===== src/rtl/cfgport_pkg.sv =====
package cfgport_pkg;
  localparam int unsigned WORD_W = 32;
  localparam int unsigned BYTE_W = 8;
  localparam int unsigned LANES  = WORD_W / BYTE_W;

  localparam logic [WORD_W-1:0] CADDR_MASK = 32'h80FF_FFFC;
  localparam logic [WORD_W-1:0] CMD_MASK   = 32'h0401_FC0F;
  localparam logic [WORD_W-1:0] READ_IDLE  = 32'hFFFF_FFFF;

  localparam int unsigned CADDR_EN_BIT   = 31;
  localparam int unsigned DEV_LO         = 11;
  localparam int unsigned DEV_HI         = 23;
  localparam int unsigned HOST_ORDER_BIT = 12;
  localparam int unsigned CMD_ORDER_BIT  = 0;

  typedef enum logic [1:0] {
    SQ_IDLE  = 2'd0,
    SQ_ISSUE = 2'd1,
    SQ_WAIT  = 2'd2
  } sq_state_e;
endpackage


===== src/rtl/cfgport_rst_sync.sv =====
module cfgport_rst_sync #(
  parameter int unsigned STAGES = 2
) (
  input  logic clk,
  input  logic rst_n,
  output logic rst_sync_n
);
  logic [STAGES-1:0] chain_q;
  logic [STAGES-1:0] chain_d;

  always_comb begin
    chain_d = {chain_q[STAGES-2:0], 1'b1};
  end

  always_ff @(posedge clk or negedge rst_n) begin
    if (!rst_n) chain_q <= '0;
    else        chain_q <= chain_d;
  end

  assign rst_sync_n = chain_q[STAGES-1];
endmodule


===== src/rtl/cfgport_swap.sv =====
module cfgport_swap #(
  parameter int unsigned LANES  = 4,
  parameter int unsigned LANE_W = 8
) (
  input  logic                      en,
  input  logic [LANES*LANE_W-1:0]   din,
  output logic [LANES*LANE_W-1:0]   dout
);
  logic [LANES*LANE_W-1:0] rev;

  for (genvar i = 0; i < LANES; i++) begin : g_lane
    assign rev[i*LANE_W +: LANE_W] = din[(LANES-1-i)*LANE_W +: LANE_W];
  end

  assign dout = en ? rev : din;
endmodule


===== src/rtl/cfgport_regs.sv =====
module cfgport_regs
  import cfgport_pkg::*;
#(
  parameter int unsigned        ADDR_W      = 4,
  parameter logic [ADDR_W-1:0]  HOSTCTL_OFF = 'd0,
  parameter logic [ADDR_W-1:0]  CMD_OFF     = 'd1,
  parameter logic [ADDR_W-1:0]  CADDR_OFF   = 'd2,
  parameter logic [WORD_W-1:0]  HOSTCTL_RST = 32'h0000_1000,
  parameter logic [WORD_W-1:0]  CMD_RST     = 32'h0001_0001
) (
  input  logic              clk,
  input  logic              rst_n,
  input  logic              wr_en,
  input  logic [ADDR_W-1:0] wr_addr,
  input  logic [WORD_W-1:0] wr_data,
  input  logic [ADDR_W-1:0] rd_addr,
  output logic [WORD_W-1:0] rd_data,
  output logic              host_order,
  output logic              cmd_order,
  output logic [WORD_W-1:0] caddr
);
  logic [WORD_W-1:0] host_q, host_d;
  logic [WORD_W-1:0] cmd_q, cmd_d;
  logic [WORD_W-1:0] caddr_q, caddr_d;
  logic              host_ce, cmd_ce, caddr_ce;

  always_comb begin
    host_ce  = wr_en && (wr_addr == HOSTCTL_OFF);
    cmd_ce   = wr_en && (wr_addr == CMD_OFF);
    caddr_ce = wr_en && (wr_addr == CADDR_OFF);
    host_d   = wr_data;
    cmd_d    = wr_data & CMD_MASK;
    caddr_d  = wr_data & CADDR_MASK;
  end

  always_ff @(posedge clk or negedge rst_n) begin
    if (!rst_n) begin
      host_q  <= HOSTCTL_RST;
      cmd_q   <= CMD_RST & CMD_MASK;
      caddr_q <= '0;
    end else begin
      if (host_ce)  host_q  <= host_d;
      if (cmd_ce)   cmd_q   <= cmd_d;
      if (caddr_ce) caddr_q <= caddr_d;
    end
  end

  always_comb begin
    case (rd_addr)
      HOSTCTL_OFF: rd_data = host_q;
      CMD_OFF:     rd_data = cmd_q;
      CADDR_OFF:   rd_data = caddr_q;
      default:     rd_data = '0;
    endcase
  end

  assign host_order = host_q[HOST_ORDER_BIT];
  assign cmd_order  = cmd_q[CMD_ORDER_BIT];
  assign caddr      = caddr_q;
endmodule


===== src/rtl/cfgport_seq.sv =====
module cfgport_seq
  import cfgport_pkg::*;
#(
  parameter int unsigned       ADDR_W    = 4,
  parameter logic [ADDR_W-1:0] CDATA_OFF = 'd3
) (
  input  logic              clk,
  input  logic              rst_n,
  input  logic              cpu_req,
  input  logic              cpu_we,
  input  logic [ADDR_W-1:0] cpu_addr,
  input  logic [WORD_W-1:0] fwd_wdata,
  input  logic [WORD_W-1:0] loc_rdata,
  input  logic [WORD_W-1:0] rsp_rdata,
  input  logic              window_en,
  input  logic              req_ready,
  input  logic              rsp_valid,
  output logic              reg_wr_en,
  output logic              req_valid,
  output logic              req_write,
  output logic [WORD_W-1:0] req_wdata,
  output logic              cpu_ack,
  output logic [WORD_W-1:0] cpu_rdata
);
  sq_state_e         state_q, state_d;
  logic              ack_q, ack_d;
  logic [WORD_W-1:0] rdata_q, rdata_d;
  logic              rdata_ce;
  logic              write_q, write_d;
  logic [WORD_W-1:0] wdat_q, wdat_d;
  logic              launch;
  logic              accept, is_window;

  always_comb begin
    accept    = cpu_req && !ack_q && (state_q == SQ_IDLE);
    is_window = (cpu_addr == CDATA_OFF);
    reg_wr_en = accept && cpu_we && !is_window;

    state_d  = state_q;
    ack_d    = 1'b0;
    rdata_d  = rdata_q;
    rdata_ce = 1'b0;
    write_d  = cpu_we;
    wdat_d   = fwd_wdata;
    launch   = 1'b0;

    case (state_q)
      SQ_IDLE: begin
        if (accept) begin
          if (is_window && window_en) begin
            launch  = 1'b1;
            state_d = SQ_ISSUE;
          end else begin
            ack_d    = 1'b1;
            rdata_ce = 1'b1;
            if (cpu_we)         rdata_d = '0;
            else if (is_window) rdata_d = READ_IDLE;
            else                rdata_d = loc_rdata;
          end
        end
      end
      SQ_ISSUE: begin
        if (req_ready) begin
          if (write_q) begin
            ack_d    = 1'b1;
            rdata_ce = 1'b1;
            rdata_d  = '0;
            state_d  = SQ_IDLE;
          end else begin
            state_d = SQ_WAIT;
          end
        end
      end
      SQ_WAIT: begin
        if (rsp_valid) begin
          ack_d    = 1'b1;
          rdata_ce = 1'b1;
          rdata_d  = rsp_rdata;
          state_d  = SQ_IDLE;
        end
      end
      default: state_d = SQ_IDLE;
    endcase
  end

  always_ff @(posedge clk or negedge rst_n) begin
    if (!rst_n) begin
      state_q <= SQ_IDLE;
      ack_q   <= 1'b0;
      rdata_q <= '0;
      write_q <= 1'b0;
      wdat_q  <= '0;
    end else begin
      state_q <= state_d;
      ack_q   <= ack_d;
      if (rdata_ce) rdata_q <= rdata_d;
      if (launch) begin
        write_q <= write_d;
        wdat_q  <= wdat_d;
      end
    end
  end

  assign req_valid = (state_q == SQ_ISSUE);
  assign req_write = write_q;
  assign req_wdata = wdat_q;
  assign cpu_ack   = ack_q;
  assign cpu_rdata = rdata_q;
endmodule


===== src/rtl/cfgport_host.sv =====
module cfgport_host
  import cfgport_pkg::*;
#(
  parameter int unsigned        ADDR_W      = 4,
  parameter logic [ADDR_W-1:0]  HOSTCTL_OFF = 'd0,
  parameter logic [ADDR_W-1:0]  CMD_OFF     = 'd1,
  parameter logic [ADDR_W-1:0]  CADDR_OFF   = 'd2,
  parameter logic [ADDR_W-1:0]  CDATA_OFF   = 'd3,
  parameter logic [31:0]        HOSTCTL_RST = 32'h0000_1000,
  parameter logic [31:0]        CMD_RST     = 32'h0001_0001
) (
  input  logic              clk,
  input  logic              rst_n,
  input  logic              cpu_req,
  input  logic              cpu_we,
  input  logic [ADDR_W-1:0] cpu_addr,
  input  logic [31:0]       cpu_wdata,
  output logic              cpu_ack,
  output logic [31:0]       cpu_rdata,
  output logic              cfg_req_valid,
  input  logic              cfg_req_ready,
  output logic [31:0]       cfg_req_addr,
  output logic              cfg_req_write,
  output logic [31:0]       cfg_req_wdata,
  input  logic              cfg_rsp_valid,
  input  logic [31:0]       cfg_rsp_data
);
  logic              rst_sync_n;
  logic              host_order, cmd_order;
  logic              host_swap, data_swap;
  logic [WORD_W-1:0] caddr;
  logic [WORD_W-1:0] wr_logical, fwd_wdata;
  logic [WORD_W-1:0] reg_rdata, loc_bus;
  logic [WORD_W-1:0] rsp_logical, rsp_bus;
  logic              reg_wr_en;

  cfgport_rst_sync #(.STAGES(2)) u_rst (
    .clk(clk), .rst_n(rst_n), .rst_sync_n(rst_sync_n)
  );

  assign host_swap = !host_order;
  assign data_swap = !cmd_order && (caddr[DEV_HI:DEV_LO] != '0);

  // CPU-side order layer on incoming data, ahead of decode
  cfgport_swap #(.LANES(LANES), .LANE_W(BYTE_W)) u_sw_cpu_in (
    .en(host_swap), .din(cpu_wdata), .dout(wr_logical)
  );
  // window order layer toward the target
  cfgport_swap #(.LANES(LANES), .LANE_W(BYTE_W)) u_sw_cfg_out (
    .en(data_swap), .din(wr_logical), .dout(fwd_wdata)
  );
  // window order layer on the response
  cfgport_swap #(.LANES(LANES), .LANE_W(BYTE_W)) u_sw_cfg_in (
    .en(data_swap), .din(cfg_rsp_data), .dout(rsp_logical)
  );
  // CPU-side order layer after decode, local registers and responses
  cfgport_swap #(.LANES(LANES), .LANE_W(BYTE_W)) u_sw_cpu_loc (
    .en(host_swap), .din(reg_rdata), .dout(loc_bus)
  );
  cfgport_swap #(.LANES(LANES), .LANE_W(BYTE_W)) u_sw_cpu_rsp (
    .en(host_swap), .din(rsp_logical), .dout(rsp_bus)
  );

  cfgport_regs #(
    .ADDR_W(ADDR_W), .HOSTCTL_OFF(HOSTCTL_OFF), .CMD_OFF(CMD_OFF),
    .CADDR_OFF(CADDR_OFF), .HOSTCTL_RST(HOSTCTL_RST), .CMD_RST(CMD_RST)
  ) u_regs (
    .clk(clk), .rst_n(rst_sync_n),
    .wr_en(reg_wr_en), .wr_addr(cpu_addr), .wr_data(wr_logical),
    .rd_addr(cpu_addr), .rd_data(reg_rdata),
    .host_order(host_order), .cmd_order(cmd_order), .caddr(caddr)
  );

  cfgport_seq #(.ADDR_W(ADDR_W), .CDATA_OFF(CDATA_OFF)) u_seq (
    .clk(clk), .rst_n(rst_sync_n),
    .cpu_req(cpu_req), .cpu_we(cpu_we), .cpu_addr(cpu_addr),
    .fwd_wdata(fwd_wdata), .loc_rdata(loc_bus), .rsp_rdata(rsp_bus),
    .window_en(caddr[CADDR_EN_BIT]),
    .req_ready(cfg_req_ready), .rsp_valid(cfg_rsp_valid),
    .reg_wr_en(reg_wr_en),
    .req_valid(cfg_req_valid), .req_write(cfg_req_write), .req_wdata(cfg_req_wdata),
    .cpu_ack(cpu_ack), .cpu_rdata(cpu_rdata)
  );

  assign cfg_req_addr = caddr;
endmodule


===== config.mk =====
export PLATFORM = sky130hd
export DESIGN_NAME = cfgport_host
export DESIGN_NICKNAME = d
export VERILOG_FILES = /design/src/rtl/cfgport_pkg.sv /design/src/rtl/cfgport_rst_sync.sv /design/src/rtl/cfgport_swap.sv /design/src/rtl/cfgport_regs.sv /design/src/rtl/cfgport_seq.sv /design/src/rtl/cfgport_host.sv
export SDC_FILE = /design/constraint.sdc
export NUM_CORES = 1
export LEC_CHECK = 0
export CAP_MARGIN = 20
export CORE_MARGIN = 5
export CORE_UTILIZATION = 45
export CTS_CLUSTER_SIZE = 40
export DETAILED_ROUTE_END_ITERATION = 10
export PLACE_DENSITY_LB_ADDON = 0.2
export SYNTH_ARGS = -nofsm -noshare
export SYNTH_HDL_FRONTEND = slang
export SYNTH_HIERARCHICAL = 1
export SYNTH_SLANG_ARGS = --single-unit

===== constraint.sdc =====
create_clock -name clk -period 9.08 [get_ports clk]
set_input_delay 2.27 -clock clk [delete_from_list [all_inputs] [get_ports clk]]
set_output_delay 2.27 -clock clk [all_outputs]
set_load 0.05 [all_outputs]

# Word-level counts from Yosys, hierarchy flattened
# Cells that the tools add are included.
totals:
  ff_bits: 137
  latchBits: 0
  mem_bits_rw: 0
  mem_bits_ro: 0
  inputBits: 74
  output_inout_bits: 99
  memories: 0
op_classes:
  addsub: 0
  n_mul: 0
  div: 0
  magnitude_cmp: 0
  n_eq_ne: 11
  shifts: 0
  n_mux: 29
  n_bitwise: 0
  reduce_logical: 18
op_table:
  columns: ["op", "n"]
  rows:
  - ["32-bit 2-to-1 mux", 12]
  - ["32-bit one-hot mux with 3 select lines", 2]
  - ["13-bit nonzero test", 1]
  - ["2-bit 2-to-1 mux", 5]
  - ["1-bit logical AND", 9]
  - ["4-bit by 2-bit equality test with 1-bit output, second input constant", 2]
  - ["1-bit 2-to-1 mux", 8]
  - ["7-bit AND reduction", 1]
  - ["2-bit by 1-bit inequality test with 1-bit output, second input constant", 3]
  - ["2-bit inequality test, second input constant", 3]
  - ["2-bit one-hot mux with 3 select lines", 1]
  - ["4-bit by 1-bit equality test with 1-bit output, second input constant", 1]
  - ["4-bit logical NOT", 1]
  - ["4-bit AND reduction", 1]
  - ["1-bit logical NOT", 3]
  - ["1-bit one-hot mux with 3 select lines", 1]
  - ["3-bit nonzero test", 1]
  - ["2-bit by 1-bit equality test with 1-bit output, second input constant", 1]
  - ["2-bit equality test, second input constant", 1]
  - ["2-bit logical NOT", 1]

# Logic depth before layout (Yosys ltp)
# Gate-level depths: netlist of the first run.
depth:
  word_depth: 8
  ltp_mapped: 9
  ltp_nobuf: 7

# Cells and area by module
# Netlist of the first run, hierarchy kept.
by_module_without_submodules:
  columns: ["mod", "n_inst", "cells_each", "area_each_um2", "seq_area_each_um2"]
  rows:
  - ["cfgport_regs", 1, 229, 3163.0, 1680.4]
  - ["cfgport_seq", 1, 214, 3054.2, 1701.6]
  - ["cfgport_swap", 5, 36, 544.3, 0.0]
  - ["cfgport_rst_sync", 1, 3, 53.8, 50.0]
  - ["cfgport_host", 1, 6, 33.8, 0.0]

# Worst setup path before layout of the first run
# No wires, ideal clock.
synth_timing:
  path_type: "input to register"
  from: "input port cpu_req"
  to: "register u_regs.caddr_q[10] (netlist: u_regs/caddr[10])"
  setup_ns: 0.125
  arrival_ns: 3.761
  path_slack_ns: 5.193
  stages: 7
  path_buffers: 2
  cell_sequence: "and3b_2 -> and3_1 -> nand2b_4 -> or4b_4 -> buf_6 -> buf_6 -> mux2_4"
synth_via:
  elab_chain_cells: 5
synth_rtl:
  columns: ["element", "line", "rtl"]
  rows:
  - ["from (decl)", "cfgport_host.sv:14", "input logic cpu_req,"]
  - ["1-bit logical AND (2 in series)", "cfgport_seq.sv:35", "accept = cpu_req && !ack_q && (state_q == SQ_IDLE);"]
  - ["1-bit logical AND (2 in series)", "cfgport_seq.sv:37", "reg_wr_en = accept && cpu_we && !is_window;"]
  - ["named net reg_wr_en", "cfgport_host.sv:35", "logic reg_wr_en;"]
  - ["1-bit logical AND", "cfgport_regs.sv:30", "caddr_ce = wr_en && (wr_addr == CADDR_OFF);"]
  - ["to (signal assigned)", "cfgport_regs.sv:44", "if (caddr_ce) caddr_q <= caddr_d;"]
  - ["to (decl)", "cfgport_regs.sv:24", "logic [WORD_W-1:0] caddr_q, caddr_d;"]
# The timed path passes the listed nets, and every way through them passes these cells.
# A chain may end at the register's enable or synchronous reset.

# Final worst setup path of the first run
layout_timing:
  from: "input port cpu_addr[3]"
  to: "register u_seq.rdata_q[27] (netlist: u_seq/cpu_rdata[27])"
layout_via:
  elab_chain_cells: 8
  word_cells_on_any_way: 17
layout_rtl:
  columns: ["element", "line", "rtl"]
  rows:
  - ["from (decl)", "cfgport_host.sv:16", "input logic [ADDR_W-1:0] cpu_addr,"]
  - ["4-bit by 2-bit equality test with 1-bit output (tied with other cells)", "cfgport_regs.sv:49", "case (rd_addr)"]
  - ["32-bit one-hot mux with 3 select lines (*)", "cfgport_regs.sv:49", null]
  - ["named net reg_rdata[27]", "cfgport_host.sv:33", "logic [WORD_W-1:0] reg_rdata, loc_bus;"]
  - ["32-bit 2-to-1 mux (*)", "cfgport_swap.sv:15", "assign dout = en ? rev : din;"]
  - ["named net loc_bus[27]", "cfgport_host.sv:33", null]
  - ["32-bit 2-to-1 mux (*)", "cfgport_seq.sv:57", "else if (is_window) rdata_d = READ_IDLE;"]
  - ["32-bit 2-to-1 mux (*)", "cfgport_seq.sv:56", "if (cpu_we) rdata_d = '0;"]
  - ["32-bit 2-to-1 mux (*)", "cfgport_seq.sv:50", "if (is_window && window_en) begin"]
  - ["32-bit 2-to-1 mux (*)", "cfgport_seq.sv:49", "if (accept) begin"]
  - ["32-bit one-hot mux with 3 select lines (*)", "cfgport_seq.sv:47", "case (state_q)"]
  - ["to (signal assigned)", "cfgport_seq.sv:96", "if (rdata_ce) rdata_q <= rdata_d;"]
  - ["to (decl)", "cfgport_seq.sv:27", "logic [WORD_W-1:0] rdata_q, rdata_d;"]
# Mark *: on every way through the listed nets, which the timed path passes. The rest lies on a longest branch. The select of a mux whose other input is x is not followed.

==> results.md, run 1 <==
* Status: complete, no violations
* Synth top area share at 0.371
* Clock transition at path regs at roughly 60 ps
* Area of the core at 19,600 um2
* Diodes inserted at 0
* Leakage at 0.00537 uW
* Synth cell types at 46
* Peak supply drop at 0.160 mV
* WHS at 350 ps
* Root Buffer: clkbuf_16
* CP delay by family, top: simple AND/OR/NAND/NOR gates
* Final Hold Viols at 0
* GRT Total Usage at 0.182
* CTS sink cnt at 137
* DR vias at around 5,600
* Min cycle time layout at 4520 ps
* Relative slew slack at 0.273
* Initial DRC count at 221
* Max frequency at 0.221 GHz
* Antenna-violating nets left at 0
* IO Pins at 173
* First-pass DRT Iterations at 4
* Die height at approximately 150 um
* GR Overflow Total at 0
* Placed cell count at around 1,000
* Global-route wire length before repair at 32,300 um
* Hold-fix buffers, CTS at 0
* Die X at 152 um
* Synth cell count leaders: mux2_4, dfrtp_1, mux2_2
* Fraction of registers with async set/reset at 1.00
* Required @ worst endpoint at around 9400 ps
* Nets at 850
* Vias in the first global route at ~5,700
* Leading area contributor after synthesis: dfrtp_1
* Slowest CP cell: clkdlybuf4s50_1
* Startpoint Class: input pin
* H-tree levels at 4
* Endpoint class of the critical path: flop
* Worst-Margin Slew at 1090 ps
* Max Cap Viol at 0
* DPL Wire Length at 15,100 um
* PD cells at 352 nW/um2
* Unrepaired setup endpoints after global routing: no
* Drt wl/cell at 20.2 um
* Critical path fanouts, max at 24
* Cell with the most instances after synthesis: mux2_4
* WP buf/inv at 1
* Final Max Tran Viols at 0
* Final std cells w/o fill at 1,049
* Gpl congestion at 0.764
* EDFF count, synth at 0
* Final Util at 0.569
* CTS Buf Count at 17
* Clock skew at between 10 and 15 ps
* PortBufs at 163
* Clk_lat worst skew at 420 ps
* Synth Warn # at 6
* Crit Path Category: input pin to flop
* Post-synthesis sequential area ratio at 0.380
* Flops & latches, synth at 137
* Syn_area_per_cell at between 10 and 15 um2
* Site Rows at 51
* Final worst setup slack at 4560 ps
* Setup_tns at 0 ps
* WL final at 21,200 um
* Layout cell share with drive strength beyond 1 at 0.409
* Largest net degree at the start of global routing at 73
* Via density at 5.35
* Pre-CTS setup slack at 4150 ps
* Layout area overhead at 23.4%
* Worst path max stage delay at about 650 ps
* Initial antenna violation count at 0
* Worst Hold Class: flop to flop
* CP Cell Sequence: clkdlybuf4s50_1, or3_1, nor2_1, and2_1, mux2_4, a22o_1, o22a_1
* Postcts setup bufs at 0
* Top FF cell, synth: dfrtp_1
* Cells taking the most area after synthesis: dfrtp_1, mux2_4, mux2_2
* # DRC at 0
* Initial Util at 0.461
* Syn Inst Count at between 600 and 700
* WP data arrival at approximately 4800 ps
* Longest Clk Path Bufs at 2
* Final Setup Violations at 0
* Full die area at 23,000 um2
* Synthesized cell area at approximately 9000 um2
* CTS tree: done
* Cts repair resizes at 0
* Period utilization at 0.498
[layer usage]
metal / GRT usage / vias to the layer above / wire, um
met4: 0.0494 / 0 / 207
met3: 0.0372 / 15 / 1070
li1: - / 2604 / -
met1: 0.269 / 2851 / 10600
met5: 0 / - / 0
met2: 0.270 / 140 / 9330
[state kept, by name, indices dropped and copies added (netlist names)]
register         cells
u_regs/host_q       32
u_rst/chain_q        2
u_seq/cpu_ack        1
u_seq/req_write      1
u_regs/cmd_q        12
u_seq/state_q        2
u_seq/cpu_rdata     32
u_seq/req_wdata     32
u_regs/caddr        23
[final cells by class]
| class | instances | area [um2] |
|---|---|---|
| inverter | 5 | 23.8 |
| timing repair buffer | 171 | 1710 |
| multi-input combinational | 439 | 5010 |
| tap | 265 | 332 |
| fill | 1602 | 8450 |
| sequential | 137 | 3440 |
| clock buffer | 18 | 439 |
| clock inverter | 14 | 194 |
[report_power, final]
part | total [uW] | switching [uW] | leakage [uW] | internal (uW)
registers | 941 | 143 | 0.00180 | 798
logic | 2230 | 1130 | 0.00327 | 1100
clock network | 744 | 275 | 0.000307 | 469
total | 3920 | 1550 | 0.00537 | 2370
[worst paths after layout]
path / to / from / depth (start not counted) / slack (ps)
worst min-delay path: u_rst/chain_q[1] / u_rst/chain_q[0] / 0 / 350
max in group asynchronous: u_rst/chain_q[1] / rst_n / 1 / 6940
worst max register to register: u_seq/cpu_rdata[0] / u_regs/caddr[20] / 8 / 5500
min in group asynchronous: u_seq/req_wdata[26] / u_rst/chain_q[1] / 0 / 440
worst max-delay path: u_seq/cpu_rdata[27] / cpu_addr[3] / 7 / 4560
worst min register to register: u_rst/chain_q[1] / u_rst/chain_q[0] / 0 / 350
[cell usage in the layout, fill, tap and decap left out, types with 2 or more instances in the layout]
cell	count
a22o_1	35
and2_1	7
buf_4	7
bufinv_16	4
clkbuf_16	17
clkdlybuf4s50_1	162
clkinv_2	3
clkinv_4	2
clkinvlp_4	2
conb_1	10
dfrtp_1	133
dfstp_2	3
ha_1	5
inv_1	4
inv_6	4
mux2_1	3
mux2_2	88
mux2_4	170
mux2i_1	24
nand2_1	11
nor2_1	16
nor4_1	2
o21ai_0	10
o22a_1	30
o22a_2	2
or4b_4	2
[per-stage QoR]
stage | cell area [um2] | power (uW)
after detailed placement | 10500 | 3170
after global routing | 11100 | 4080
after floorplan | 9060 | 2820
after CTS | 11100 | 3930
after global placement | 10500 | 3130
final | 11100 | 3920
[logic make-up after synthesis]
| logic type | Yosys count | share of synthesized area |
|---|---|---|
| muxes | 285 | 0.423 |
| and+or+nand+nor | 54 | 0.0365 |
| adders and majority gates | 5 | 0.00693 |
| DFF | 137 | 0.380 |
| other | 2 | 0.000832 |
| AOI/OAI and AO/OA | 85 | 0.0801 |
| buffers and inverters | 64 | 0.0725 |
No activity file was read; power rests on OpenSTA's default activity.
==> inputs of run 2 (changes only) <==
clock period = 4.7 ns   (was 9.08 ns; I/O delays follow)
==> run 2 against run 1 <==
Net effect: clock skew down 1.4 ps; sequential cell count unchanged; total power increased by 94%; utilization rose by 0.39 points; clock-buffer cell count unchanged; hold slack lost 160 ps; non-clock buffer count grew 4; setup slack lost 3100 ps.
==> results.md, run 2 (synthesis results as in run 1) <==
* Endpoint class of the critical path: primary output
* Clock skew at between 9 and 10 ps
* Largest net degree at the start of global routing at between 70 and 80
* CP Launch Point: u_seq/state_q[1]
* Startpoint Class: flop
* Fillers at 1,611
* Relative slew slack at 0.387
* Root Buffer: clkbuf_16
* Die X at between 150 and 200 um
* GRT Total Usage at 0.189
* Area of the core at 19,600 um2
* Clock Power Share at 0.195
* WL final at roughly 21,000 um
* Site Rows at 51
* Peak supply drop at 0.285 mV
* CTS sink cnt at 137
* RR Startpoint: u_regs/caddr[20]
* IO Pins at 173
* Finished layout cell area at 11,200 um2
* Gr busiest metal: met2
* CTS tree: done
* Comb power frac at 0.568
* GR Overflow Total at 0
* Vias in the first global route at 6,020
* Hold-fix buffers, CTS at 0
* First-pass DRT Iterations at 7
* Period utilization at 0.699
* Switching pwr at 2970 uW
* Post-DP Area at 10,500 um2
* Layout area overhead at 24.2%
* Grt met1 use at 0.268
* Final Max Tran Viols at 0
* Clk_lat worst skew at roughly 420 ps
* Full die area at roughly 23,000 um2
* Nets at 854
* Pre-CTS setup slack at 1100 ps
* Final Hold Viols at 0
* Overall Power at 7590 uW
* Longest Clk Path Bufs at 2
* Initial DRC count at approximately 230
* DPL Wire Length at 15,400 um
* Postcts setup bufs at 0
* Max frequency at 0.304 GHz
* Status: complete, no violations
* Leakage at between 0.005 and 0.006 uW
* Setup_tns at 0 ps
* Commonest non-fill, non-tap cell in the layout: mux2_4
* Gpl congestion at 0.819
* Final Util at 0.572
* WP data arrival at about 2100 ps
* Min cycle time layout at 3290 ps
* DR vias at 5,702
* PortBufs at ~160
* GRT met2 Usage at 0.292
* Final Setup Violations at 0
* CTS Buf Count at 17
* Crit Path Category: flop to primary output
* Initial antenna violation count at 0
* Unrepaired setup endpoints after global routing: no
* Met3 Usage GRT at 0.0434
* H-tree levels at 4
* Layout cell share with drive strength beyond 1 at 0.412
* # DRC at 0
* Required @ worst endpoint at 3520 ps
* Worst-Margin Slew at approximately 920 ps
* Final worst setup slack at 1410 ps
* PD cells at 677 nW/um2
* Worst Hold Class: flop to async pin
* Diodes inserted at 0
* Cell-internal power at 4620 uW
* Drt wl/cell at 20.3 um
* Switching power share of the total at 0.391
* Via density at 5.42
* Max Cap Viol at 0
* Sequential power share at 0.236
* Cts repair resizes at 0
* Die height at 152 um
* Global-route wire length before repair at between 30,000 and 40,000 um
* Initial Util at 0.461
* Critical path fanouts, max at 5
* Highest-count cells in the layout ignoring fill and taps: mux2_4, clkdlybuf4s50_1, dfrtp_1
* Antenna-violating nets left at 0
* Clock transition at path regs at 60 ps
==> run 2: metal layers <==
layer,up-vias,part of all wire,wire length (um)
met5,-,0,0
met4,0,0.012,265
met3,18,0.065,1380
met2,160,0.46,9760
met1,2905,0.47,10000
li1,2619,-,-
==> run 2: path summary, 6_finish.rpt <==
kind,cells past startpoint,end,slack (ps)
min,0,u_seq/req_wdata[26],190
min reg2reg,0,u_seq/req_wdata[26],190
max,3,cfg_req_valid,1410
max reg2reg,7,u_seq/cpu_rdata[25],1990
min in group clk,0,u_rst/chain_q[1],360
max in group asynchronous,2,u_regs/cmd_q[16],3360
==> run 2: cell type report <==
class / count / area (um2) / share of cell area
Multi-Input combinational cell: 439 / 5010 / 0.446
Sequential cell: 137 / 3440 / 0.306
Timing Repair Buffer: 175 / 1760 / 0.157
Clock buffer: 18 / 439 / 0.0392
Tap cell: 265 / 332 / 0.0296
Clock inverter: 14 / 220 / 0.0196
Inverter: 5 / 23.8 / 0.00212
==> run 2: worst max-delay path, cell delays in order, from the launching register on <==
cell             delay, ps
dfrtp_1                410
inv_1                  130
ha_1                   300
clkdlybuf4s50_1        860
==> run 2: stage by stage <==
step / std cells / hold WS, ps
final: 1053 / 189
after global routing: 1053 / 212
after CTS: 1051 / 373
after detailed placement: 1019 / 351
after global placement: 1019 / 338
after floorplan: 640 / 331
==> run 2: power groups by stage <==
| stage | Clock (uW) | Combinational, uW | Sequential, uW |
|---|---|---|---|
| CTS | 1520 | 4310 | 1810 |
| global placement | 0 | 4200 | 1810 |
| finish | 1480 | 4310 | 1790 |
| floorplan | 0 | 2900 | 2550 |
| detailed placement | 0 | 4280 | 1830 |
| global route | 1570 | 4530 | 1840 |
